$ cat config.mk
export PLATFORM = sky130hd
export DESIGN_NAME = mem_probe_seq
export DESIGN_NICKNAME = d
export VERILOG_FILES = /design/src/rtl/mps_pkg.sv /design/src/rtl/mps_step_ctr.sv /design/src/rtl/mps_bus_drv.sv /design/src/rtl/mps_res_stage.sv /design/src/rtl/mem_probe_seq.sv
export SDC_FILE = /design/constraint.sdc
export NUM_CORES = 1
export LEC_CHECK = 0
export BUFFER_PORTS_ARGS = -buffer_cell sky130_fd_sc_hd__buf_4
export CAP_MARGIN = 15
export CORE_ASPECT_RATIO = 0.7
export CORE_MARGIN = 2
export CORE_UTILIZATION = 45
export CTS_CLUSTER_DIAMETER = 80
export DETAILED_ROUTE_END_ITERATION = 10
export PLACE_DENSITY = 0.77
export SYNTH_ARGS = -nofsm -noshare
export SYNTH_HDL_FRONTEND = slang
export SYNTH_HIERARCHICAL = 1
export SYNTH_SLANG_ARGS = --single-unit
$ cat constraint.sdc
create_clock -name clk_i -period 2.13 [get_ports clk_i]
set_input_delay 0.5325 -clock clk_i [delete_from_list [all_inputs] [get_ports clk_i]]
set_output_delay 0.5325 -clock clk_i [all_outputs]
set_load 0.005 [all_outputs]
$ cat src/rtl/mps_pkg.sv
package mps_pkg;
  typedef enum logic [2:0] {
    ST_IDLE,
    ST_CTRL,
    ST_ACC,
    ST_DRAIN,
    ST_FIN
  } seq_state_t;

  // pass order (0,0) (1,1) (1,0) (0,1)
  function automatic logic wr_mode(input logic [1:0] pass);
    return pass[0] ^ pass[1];
  endfunction

  function automatic logic rd_mode(input logic [1:0] pass);
    return pass[0];
  endfunction
endpackage

$ cat src/rtl/mps_step_ctr.sv
module mps_step_ctr #(
  parameter int W = 9
) (
  input  logic         clk_i,
  input  logic         rst_ni,
  input  logic         clr_i,
  input  logic         inc_i,
  output logic [W-1:0] cnt_o,
  output logic         last_o
);
  logic [W-1:0] cnt_q;

  always_ff @(posedge clk_i or negedge rst_ni) begin
    if (!rst_ni)    cnt_q <= '0;
    else if (clr_i) cnt_q <= '0;
    else if (inc_i) cnt_q <= cnt_q + 1'b1;
  end

  assign cnt_o  = cnt_q;
  assign last_o = &cnt_q;
endmodule

$ cat src/rtl/mps_bus_drv.sv
module mps_bus_drv #(
  parameter int PAGE_W = 4,
  parameter int WIN_W  = 2,
  parameter int DATA_W = 8,
  parameter int ADDR_W = 16
) (
  input  logic              ctrl_st_i,
  input  logic              acc_st_i,
  input  logic [1:0]        pass_i,
  input  logic              rd_i,
  input  logic [PAGE_W-1:0] page_i,
  input  logic [WIN_W-1:0]  win_i,
  output logic              ctrl_wr_o,
  output logic [DATA_W-1:0] ctrl_byte_o,
  output logic              req_o,
  output logic              we_o,
  output logic [ADDR_W-1:0] addr_o,
  output logic [DATA_W-1:0] wdata_o
);
  import mps_pkg::*;

  localparam int TAG_W = PAGE_W + WIN_W;
  localparam int LOW_W = ADDR_W - WIN_W;

  logic mode;
  assign mode = rd_i ? rd_mode(pass_i) : wr_mode(pass_i);

  assign ctrl_wr_o   = ctrl_st_i;
  assign ctrl_byte_o = {mode, {(DATA_W-1-PAGE_W){1'b0}}, page_i};
  assign req_o       = acc_st_i;
  assign we_o        = acc_st_i & ~rd_i;
  assign addr_o      = {win_i, {LOW_W{1'b0}}};
  assign wdata_o     = {{(DATA_W-TAG_W){1'b0}}, page_i, win_i};
endmodule

$ cat src/rtl/mps_res_stage.sv
module mps_res_stage #(
  parameter int PAGE_W = 4,
  parameter int WIN_W  = 2
) (
  input  logic              clk_i,
  input  logic              rst_ni,
  input  logic              cap_i,
  input  logic [1:0]        pass_i,
  input  logic [PAGE_W-1:0] page_i,
  input  logic [WIN_W-1:0]  win_i,
  output logic              valid_o,
  output logic [1:0]        pass_o,
  output logic [PAGE_W-1:0] page_o,
  output logic [WIN_W-1:0]  win_o
);
  always_ff @(posedge clk_i or negedge rst_ni) begin
    if (!rst_ni) begin
      valid_o <= 1'b0;
      pass_o  <= '0;
      page_o  <= '0;
      win_o   <= '0;
    end else begin
      valid_o <= cap_i;
      if (cap_i) begin
        pass_o <= pass_i;
        page_o <= page_i;
        win_o  <= win_i;
      end
    end
  end
endmodule

$ cat src/rtl/mem_probe_seq.sv
module mem_probe_seq #(
  parameter int PAGE_W = 4,
  parameter int WIN_W  = 2,
  parameter int DATA_W = 8,
  parameter int ADDR_W = 16
) (
  input  logic              clk_i,
  input  logic              rst_ni,
  input  logic              start_i,
  output logic              busy_o,
  output logic              done_o,
  output logic              ctrl_wr_o,
  output logic [DATA_W-1:0] ctrl_byte_o,
  output logic              mem_req_o,
  output logic              mem_we_o,
  output logic [ADDR_W-1:0] mem_addr_o,
  output logic [DATA_W-1:0] mem_wdata_o,
  input  logic [DATA_W-1:0] mem_rdata_i,
  output logic              res_valid_o,
  output logic [DATA_W-1:0] res_data_o,
  output logic [1:0]        res_pass_o,
  output logic [PAGE_W-1:0] res_page_o,
  output logic [WIN_W-1:0]  res_win_o
);
  import mps_pkg::*;

  // sequence index = {pass, phase, page, win}
  localparam int SEQ_W = 2 + 1 + PAGE_W + WIN_W;

  seq_state_t st_q, st_d;
  logic [SEQ_W-1:0]  seq;
  logic              seq_last, win_last, rd;
  logic [1:0]        pass;
  logic [PAGE_W-1:0] page;
  logic [WIN_W-1:0]  win;

  assign win      = seq[WIN_W-1:0];
  assign page     = seq[WIN_W +: PAGE_W];
  assign rd       = seq[WIN_W+PAGE_W];
  assign pass     = seq[SEQ_W-1 -: 2];
  assign win_last = &win;

  mps_step_ctr #(.W(SEQ_W)) u_ctr (
    .clk_i (clk_i),
    .rst_ni(rst_ni),
    .clr_i (st_q == ST_IDLE && start_i),
    .inc_i (st_q == ST_ACC),
    .cnt_o (seq),
    .last_o(seq_last)
  );

  always_comb begin
    st_d = st_q;
    unique case (st_q)
      ST_IDLE:  if (start_i) st_d = ST_CTRL;
      ST_CTRL:  st_d = ST_ACC;
      ST_ACC: begin
        if (seq_last)      st_d = ST_DRAIN;
        else if (win_last) st_d = ST_CTRL;
      end
      ST_DRAIN: st_d = ST_FIN;
      ST_FIN:   st_d = ST_IDLE;
      default:  st_d = ST_IDLE;
    endcase
  end

  always_ff @(posedge clk_i or negedge rst_ni) begin
    if (!rst_ni) st_q <= ST_IDLE;
    else         st_q <= st_d;
  end

  mps_bus_drv #(
    .PAGE_W(PAGE_W), .WIN_W(WIN_W), .DATA_W(DATA_W), .ADDR_W(ADDR_W)
  ) u_drv (
    .ctrl_st_i  (st_q == ST_CTRL),
    .acc_st_i   (st_q == ST_ACC),
    .pass_i     (pass),
    .rd_i       (rd),
    .page_i     (page),
    .win_i      (win),
    .ctrl_wr_o  (ctrl_wr_o),
    .ctrl_byte_o(ctrl_byte_o),
    .req_o      (mem_req_o),
    .we_o       (mem_we_o),
    .addr_o     (mem_addr_o),
    .wdata_o    (mem_wdata_o)
  );

  mps_res_stage #(.PAGE_W(PAGE_W), .WIN_W(WIN_W)) u_res (
    .clk_i  (clk_i),
    .rst_ni (rst_ni),
    .cap_i  (mem_req_o & ~mem_we_o),
    .pass_i (pass),
    .page_i (page),
    .win_i  (win),
    .valid_o(res_valid_o),
    .pass_o (res_pass_o),
    .page_o (res_page_o),
    .win_o  (res_win_o)
  );

  assign res_data_o = mem_rdata_i;
  assign busy_o     = (st_q != ST_IDLE);
  assign done_o     = (st_q == ST_FIN);


  done_after_last_chk: assert property (@(posedge clk_i) disable iff (!rst_ni)
    done_o |-> $past(res_valid_o) && !res_valid_o);


  valid_follows_read_chk: assert property (@(posedge clk_i) disable iff (!rst_ni)
    res_valid_o |-> $past(mem_req_o && !mem_we_o));


  ctrl_req_excl_chk: assert property (@(posedge clk_i) disable iff (!rst_ni)
    !(ctrl_wr_o && mem_req_o));


  idle_quiet_chk: assert property (@(posedge clk_i) disable iff (!rst_ni)
    !busy_o |-> !mem_req_o && !ctrl_wr_o && !res_valid_o);


  start_gate_chk: assert property (@(posedge clk_i) disable iff (!rst_ni)
    $rose(busy_o) |-> $past(start_i));


  wr_tag_chk: assert property (@(posedge clk_i) disable iff (!rst_ni)
    (mem_req_o && mem_we_o) |-> mem_wdata_o[WIN_W-1:0] == mem_addr_o[ADDR_W-1 -: WIN_W]);


  ctrl_before_acc_chk: assert property (@(posedge clk_i) disable iff (!rst_ni)
    ctrl_wr_o |=> mem_req_o && mem_addr_o == '0);
endmodule

[Word level (Yosys, flattened, before mapping)]
Cells that the tools add are included.
Operators by class
  mux-type cells: 7
  equal/unequal tests: 6
  reductions and logical operators: 7
  bitwise operators: 5
  add/sub/neg operators: 1
Operators by type and width (count)
  $mux W9: 2
  $pmux W3 S4: 1
  $add A9 B1 Y9 const B: 1
  $mux W3: 3
  $reduce_and A9 Y1: 1
  $eq A3 B2 Y1 const B: 2
  $reduce_and A2 Y1: 2
  $eq A3 B1 Y1 const B: 1
  $eq A3 B3 Y1 const B: 1
  $logic_not A3 Y1: 1
  $ne A3 B1 Y1 const B: 1
  $reduce_bool A3 Y1: 1
  $and A1 B1 Y1: 2
  $ne A2 B2 Y1 const B: 1
  $not A1 Y1: 2
  $reduce_bool A2 Y1: 1
  $logic_and A1 B1 Y1: 1
  $mux W1: 1
  $xor A1 B1 Y1: 1
Word-level totals
  bits in registers: 21
  output and inout port bits: 54
  logic and storage cells: 32
  input port bits: 11

[Logic depth before layout (Yosys ltp)]
Gate-level depths: netlist of run 1.
  depth after elaboration: 4
  depth in mapped cells: 7
  mapped depth without buffers: 6

[Cells and area by module]
Netlist of run 1, hierarchy kept.
By module, submodules not included
  mps_step_ctr: cells each 43, sequential area each 225.2 sq um, area an instance 447.9 sq um, times used 1
  mps_res_stage: cells each 18, sequential area each 225.2 sq um, area an instance 356.6 sq um, times used 1
  mps_bus_drv: cells each 38, sequential area each 0.0 sq um, area an instance 297.8 sq um, times used 1
  mem_probe_seq: cells each 28, sequential area each 75.1 sq um, area an instance 251.5 sq um, times used 1

[Worst setup path after synthesis of run 1]
No wires, ideal clock.
  path kind: reg-to-reg
  start point: register st_q[2]
  end point: register u_res.page_o[0]
  data arrival time: 1599 ps
  setup time: 125 ps
  cell stages (with the launch flop): 7
  path slack: 406 ps
  clock period less this slack: 1724 ps
  path through: dfrtp_1 -> or2_2 -> nor2_1 -> buf_4 -> nor2b_1 -> buf_6 -> mux2_4
On the way
  cells in the longest elaborated chain, start to end: 4
Ends and longest elaborated chain
  start: declaration: line mem_probe_seq.sv:30  | seq_state_t st_q, st_d;
  start signal: assignment: line mem_probe_seq.sv:69  | else st_q <= st_d;
  $eq A3 B2 Y1 *: line mem_probe_seq.sv:76  | .acc_st_i (st_q == ST_ACC),
  named net mem_req_o: line mem_probe_seq.sv:14  | output logic mem_req_o,
  $and A1 B1 Y1: line mps_bus_drv.sv:31  | assign we_o = acc_st_i & ~rd_i;
  $not A1 Y1: line mem_probe_seq.sv:92  | .cap_i (mem_req_o & ~mem_we_o),
  $and A1 B1 Y1 *: line mem_probe_seq.sv:92
  end signal: assignment: line mps_res_stage.sv:26  | page_o <= page_i;
  end: declaration: line mps_res_stage.sv:13  | output logic [PAGE_W-1:0] page_o,
The timed path passes the listed nets; every way through them passes the cells marked *.
A chain may end at the register's enable or synchronous reset.

[Worst setup path after layout of run 1]
  start point: register st_q[2]
  end point: output port mem_we_o
On the way
  cells in the longest elaborated chain, start to end: 2
Ends and longest elaborated chain
  $eq A3 B2 Y1: line mem_probe_seq.sv:76
  $and A1 B1 Y1: line mps_bus_drv.sv:31
  end: declaration: line mem_probe_seq.sv:15  | output logic mem_we_o,
Every way passes these cells.

==> summary.log, run 1 <==
qor: timing.final.setup.tns 0 ps
qor: finish.final_layout_size_suffix_gt1_share 39.7%
qor: synthesis.synthDominantCellAreaShare 38.8%
qor: clock_network.cts.root.buffer_cell sky130_fd_sc_hd__clkbuf_8
qor: die.io_pins 65
qor: finish.finalNetCount 150
qor: routing.route.antenna.remaining_nets 0
qor: global_route.final_global_route_overflow_total 0
qor: global_route.busiest_layer met2
qor: finish.final_common_cell sky130_fd_sc_hd__buf_4
qor: place.place_ws -26.9 ps
qor: timing.timing.final.crit_period 2030 ps
qor: synthesis.synth_area_leader_cell sky130_fd_sc_hd__dfrtp_1
qor: setup_path.r2r.worst_path.cells 4
qor: timing.rsz_0062_raised_after_global_routing no
qor: setup_path.critPathSlowestCell sky130_fd_sc_hd__dfrtp_1
qor: finish.final_cell_mix 33 x sky130_fd_sc_hd__buf_4, 21 x sky130_fd_sc_hd__dfrtp_1, 19 x sky130_fd_sc_hd__conb_1
qor: setup_path.worstReg2RegStart st_q[2]
qor: timing.relSlewSlack 61.6%
qor: clock_network.cts.reportedPaths.clkPinSlew 70 ps
qor: finish.layout.core_utilization 50.1%
qor: die.die-height 49.9 um
qor: routing.wirelength_routed 2160 um
qor: setup_path.critPathCaptureType primary output
qor: routing.route.vias.total 817
qor: place.place.detailed.instances 168
qor: setup_path.r2r_setup_slk 200 ps
qor: flow_run.max_cap_viol_count 0
qor: timing.whs 147 ps
qor: global_route.grt_use_met1 17.7%
qor: synthesis.postSynthCellCount 127
qor: place.placed_area 0.00137 mm^2
qor: clock_network.cts_setup_buffers 0
qor: timing.timing_worst_slew_pin_value 573 ps
qor: global_route.antenna_found_initial 0
qor: clock_network.tritoncts yes
qor: setup_path.worstReg2RegEnd u_res/page_o[0]
qor: setup_path.timing.critical_path.cells or2_2, nor2_1, and2b_2, buf_4
qor: setup_path.worst_ep_arrival_time 1490 ps
qor: synthesis.postSynthRegisterBits 21
qor: setup_path.crit_required 1600 ps
qor: status.result_of_the_run complete, no violations
qor: global_route.grt_use_met3 4.29%
qor: routing.drt-wirelength-per-cell 12.5 um
qor: worst_hold_path.hold_path.class in -> async
qor: finish.area_overhead_of_the_layout_relative_to_synthesis 4.44%
qor: global_route.via_count_of_the_first_global_routing_pass 715
qor: global_route.grt_use_met2 18.9%
qor: synthesis.synth.yosys.warnings 6
qor: synthesis.ys_seq_area_share 38.8%
qor: timing.final_hold_viol_count 0
qor: place.hpwl 1670 um
qor: clock_network.hold_buffers_post_cts 0
qor: clock_network.tritoncts_num_sinks 21
qor: timing.slew_violations 0
qor: synthesis.synth.lib_cells_used.distinct 30
qor: place.port_buffers 29
qor: clock_network.cts_made_buffers 3
qor: timing.fin_skew 2.33 ps
qor: timing.setup_violations 0
qor: setup_path.worst_setup_path_start_kind register
qor: clock_network.insertion_delay 260 ps
qor: power_and_ir_drop.p_leak 0.734 nW
qor: clock_network.cts_resized 1
qor: die.die-area 0.00347 mm^2
qor: routing.route.detailed.vias_per_inst 4.75
qor: die.num_rows 16
qor: clock_network.clock_tree.htree_level_count 1
qor: timing.fmax 494 MHz
qor: clock_network.cts_max_path_buffers 2
qor: routing.detailedRoute.firstPassIterationCount 4
qor: global_route.grt_use_total 12.9%
qor: die.initial_core_util 48.0%
qor: global_route.grt_start_max_net_pins 22
qor: setup_path.timing_worst_setup_path_type reg -> out
qor: die.core 0.00282 mm^2
qor: synthesis.synth_area 0.00135 mm^2
qor: finish.antenna_cells 0
qor: timing.final_min_period_over_clock_period 95.1%
qor: place.gpl.final_weighted_congestion 0.817
qor: setup_path.worst_path_largest_cell_delay 380 ps
qor: routing.remaining_drc_errors 0
qor: synthesis.synth_area_leaders sky130_fd_sc_hd__dfrtp_1 39%, sky130_fd_sc_hd__buf_4 24%, sky130_fd_sc_hd__mux2_4 8.9%
qor: finish.final_std_cells_w_o_fill 172
qor: power_and_ir_drop.fin_total_pwr 1.52 mW
qor: finish.fin_area 0.00141 mm^2
qor: global_route.wire_length_of_the_first_global_routing_pass 3420 um
qor: timing.finalWorstSetupSlack 104 ps
qor: power_and_ir_drop.p_per_area 1080 mW/mm^2
qor: die.dieWidth 69.6 um
qor: power_and_ir_drop.vdd_drop_max 0.000559 V
qor: routing.drt-initial-drc-count 39
qor: setup_path.worst-path-max-fanout 4
qor: synthesis.synth_area_per_cell 10.7 um^2
## Yosys cell counts
cell                        n
sky130_fd_sc_hd__buf_4     43
sky130_fd_sc_hd__dfrtp_1   21
sky130_fd_sc_hd__nor2_1     9
sky130_fd_sc_hd__mux2_4     8
sky130_fd_sc_hd__a21oi_1    4
sky130_fd_sc_hd__nand3_1    3
sky130_fd_sc_hd__nor3b_1    3
sky130_fd_sc_hd__o21ai_0    3
sky130_fd_sc_hd__or3_1      3
sky130_fd_sc_hd__xor2_1     3
sky130_fd_sc_hd__buf_6      2
sky130_fd_sc_hd__ha_1       2
sky130_fd_sc_hd__inv_1      2
sky130_fd_sc_hd__mux2i_1    2
sky130_fd_sc_hd__nand2_1    2
sky130_fd_sc_hd__nand4_1    2
sky130_fd_sc_hd__xnor2_1    2
sky130_fd_sc_hd__a211oi_1   1
sky130_fd_sc_hd__and2b_2    1
sky130_fd_sc_hd__and4b_2    1
sky130_fd_sc_hd__clkbuf_1   1
sky130_fd_sc_hd__conb_1     1
sky130_fd_sc_hd__nand2b_4   1
sky130_fd_sc_hd__nand4_4    1
sky130_fd_sc_hd__nor2_2     1
sky130_fd_sc_hd__nor2b_1    1
sky130_fd_sc_hd__nor3_1     1
sky130_fd_sc_hd__or2_2      1
sky130_fd_sc_hd__or3_4      1
sky130_fd_sc_hd__xnor2_2    1
## critical path, delay by kind of cell, from the launching register on
kind                   cells  cell delay (ps)
AND/OR/NAND/NOR            3              750
flip-flops                 1              380
buffers and inverters      1              110
## cell type report
type	count	area (um^2)
Timing Repair Buffer	33	248
Inverter	2	7.51
Sequential cell	21	526
Clock buffer	3	41.3
Fill cell	253	1410
Multi-Input combinational cell	76	542
Clock inverter	1	5.00
Tap cell	36	45.0
## report_power, final
group          leakage [nW]  internal [mW]  switching, mW
Sequential            0.284          0.478          0.104
Combinational         0.425          0.382          0.306
Clock                0.0255          0.130          0.124
## worst max-delay path by stage
stage	startpoint	endpoint	slack [ps]
2_1_floorplan	st_q[2]	u_res/page_o[0]	410
3_3_place_gp	st_q[2]	u_res/page_o[2]	90
5_1_grt	st_q[2]	mem_we_o	30
3_5_place_dp	st_q[2]	u_res/page_o[0]	-30
6_report	st_q[2]	mem_we_o	100
4_1_cts	st_q[2]	mem_we_o	140
## metal layers
layer	routed length, um	part of all wire, %
met5	0	0
met2	887	41
met4	9	0.42
met1	1070	49
met3	193	8.9
## state kept, by name (all words and copies together), names as in the netlist
name	flops
u_ctr/cnt_o	9
st_q	3
u_res/pass_o	2
u_res/valid_o	1
u_res/page_o	4
u_res/win_o	2
## cells by family (layout without fill, tap and decap cells)
| family | Yosys count | in the layout | synth area share, % |
|---|---|---|---|
| AOI/OAI and AO/OA | 8 | 8 | 3.14 |
| xor gates and xnor gates | 6 | 6 | 4.44 |
| adders and majority gates | 2 | 2 | 1.85 |
| buffers and inverters | 48 | 39 | 26.3 |
| DFF | 21 | 21 | 38.8 |
| muxes | 10 | 10 | 10.4 |
| other | 1 | 19 | 0.277 |
| and+or+nand+nor | 31 | 31 | 14.8 |
(Power assumes the default switching activity.)
==> run 2: changes to the inputs <==
- PLACE_DENSITY: 0.77 -> 0.75
- RECOVER_POWER: unset -> 50
==> run 2 against run 1 <==
Compared with the run above: clock power about the same; global-route usage up 0.20 points; count of clock-buffer cells in the layout increased by 1; combinational power up 3%; worst hold slack improved by 310 ps; core utilization about the same; total power rose by 1.2%; clock skew increased by 0.86 ps; via count down 2.3%; cell area is essentially flat; final cell count increased by 0.58%; sequential power barely moved; critical endpoint unchanged; largest cell class unchanged.
==> summary.log, run 2 (synthesis results as in run 1) <==
qor: timing.fin_skew 3.18 ps
qor: clock_network.tritoncts yes
qor: setup_path.timing.critical_path.cells or2_2, nor2_1, and2b_2, buf_4
qor: setup_path.critPathSlowestCell sky130_fd_sc_hd__dfrtp_1
qor: finish.fin_area 0.00141 mm^2
qor: setup_path.worst_setup_path_start_kind register
qor: place.place.detailed.instances 169
qor: clock_network.clock_tree.htree_level_count 1
qor: power_and_ir_drop.vdd_drop_max 0.000471 V
qor: global_route.grt_use_met2 20.5%
qor: timing.setup_violations 0
qor: clock_network.tritoncts_num_sinks 21
qor: die.io_pins 65
qor: clock_network.cts.reportedPaths.clkPinSlew 80 ps
qor: global_route.grt_use_met3 2.45%
qor: die.core 0.00282 mm^2
qor: global_route.antenna_found_initial 0
qor: timing.final_hold_viol_count 0
qor: routing.route.vias.total 798
qor: finish.layout.core_utilization 50.0%
qor: global_route.busiest_layer met2
qor: finish.largest_register_ff_count 9
qor: timing.final.setup.tns 0 ps
qor: timing.slew_violations 0
qor: routing.remaining_drc_errors 0
qor: setup_path.crit_required 1600 ps
qor: place.gpl.final_weighted_congestion 0.742
qor: place.place_ws 13.7 ps
qor: routing.drt-initial-drc-count 32
qor: die.die-area 0.00347 mm^2
qor: finish.final_cell_mix 24 x sky130_fd_sc_hd__buf_4, 21 x sky130_fd_sc_hd__dfrtp_1, 19 x sky130_fd_sc_hd__conb_1
qor: global_route.final_global_route_overflow_total 0
qor: timing.finalWorstSetupSlack 135 ps
qor: place.placed_area 0.00137 mm^2
qor: die.initial_core_util 48.0%
qor: setup_path.worst_ep_arrival_time 1460 ps
qor: global_route.via_count_of_the_first_global_routing_pass 736
qor: routing.route.detailed.vias_per_inst 4.61
qor: routing.detailedRoute.firstPassIterationCount 4
qor: power_and_ir_drop.p_leak 0.725 nW
qor: setup_path.worst-path-max-fanout 4
qor: clock_network.cts_setup_buffers 0
qor: clock_network.insertion_delay 250 ps
qor: status.result_of_the_run complete, no violations
qor: power_and_ir_drop.p_per_area 1090 mW/mm^2
qor: routing.drt-wirelength-per-cell 13.0 um
qor: timing.timing_worst_slew_pin_value 1100 ps
qor: clock_network.hold_buffers_post_cts 0
qor: clock_network.cts_made_buffers 3
qor: routing.wirelength_routed 2260 um
qor: flow_run.max_cap_viol_count 0
qor: setup_path.worst_path_largest_cell_delay 370 ps
qor: finish.area_overhead_of_the_layout_relative_to_synthesis 4.34%
qor: global_route.grt_start_max_net_pins 22
qor: global_route.grt_use_total 13.1%
qor: finish.finalNetCount 151
qor: timing.timing.final.crit_period 1990 ps
qor: global_route.grt_use_met1 17.2%
qor: clock_network.cts.root.buffer_cell sky130_fd_sc_hd__clkbuf_8
qor: finish.final.fill_count 266
qor: die.die-height 49.9 um
qor: power_and_ir_drop.fin_total_pwr 1.54 mW
qor: finish.final_std_cells_w_o_fill 173
qor: place.hpwl 1700 um
qor: setup_path.critPathCaptureType primary output
qor: timing.rsz_0062_raised_after_global_routing no
qor: die.dieWidth 69.6 um
qor: timing.whs 459 ps
qor: setup_path.timing_worst_setup_path_type reg -> out
qor: clock_network.cts_max_path_buffers 2
qor: finish.final_layout_size_suffix_gt1_share 38.0%
qor: die.num_rows 16
qor: timing.fmax 501 MHz
qor: global_route.wire_length_of_the_first_global_routing_pass 3530 um
qor: finish.antenna_cells 0
qor: routing.route.antenna.remaining_nets 0
qor: finish.final_common_cell sky130_fd_sc_hd__buf_4
qor: timing.final_min_period_over_clock_period 93.7%
qor: place.port_buffers 29
qor: timing.relSlewSlack 26.8%
qor: worst_hold_path.hold_path.class in -> async
## run 2: worst paths after layout
path / startpoint / endpoint / slack, ps / cells past startpoint
max in group asynchronous: rst_ni / u_res/page_o[0] / 1020 / 1
setup / recovery: st_q[2] / mem_we_o / 140 / 4
min in group clk_i: u_res/win_o[0] / u_res/win_o[0] / 520 / 1
setup reg to reg: st_q[2] / u_res/pass_o[0] / 250 / 4
hold / removal: rst_ni / u_res/win_o[1] / 460 / 1
hold reg to reg: u_res/win_o[0] / u_res/win_o[0] / 520 / 1
## run 2: area by class of cell
type	instances	area, um^2	area share (%)
Clock buffer	4	45.0	3.19
Inverter	2	7.51	0.531
Multi-Input combinational cell	76	542	38.4
Sequential cell	21	526	37.2
Tap cell	36	45.0	3.19
Timing Repair Buffer	34	248	17.5
## run 2: repair_timing
| action | in CTS | in global routing |
|---|---|---|
| endpoints found under the setup margin | 0 | 8 |
| endpoints found under the hold margin | 0 | 0 |
| resized for setup | 0 | 1 |
## run 2: where the power goes
| part | internal (mW) | leakage, nW | switching [mW] |
|---|---|---|---|
| clock network | 0.133 | 0.0228 | 0.124 |
| logic | 0.387 | 0.418 | 0.318 |
| registers | 0.478 | 0.284 | 0.103 |
| total | 0.998 | 0.725 | 0.545 |
## run 2: worst max-delay path: cells and delay by family (launching register included)
kind                   cells  cell delay, ps
and+or+nand+nor            3             720
DFF                        1             370
buffers and inverters      1             110
## run 2: routing by layer
layer	up-vias	part of all wire, %
li1	376	-
met3	2	8.1
met2	49	46
met4	0	0.98
met1	371	45
met5	-	0
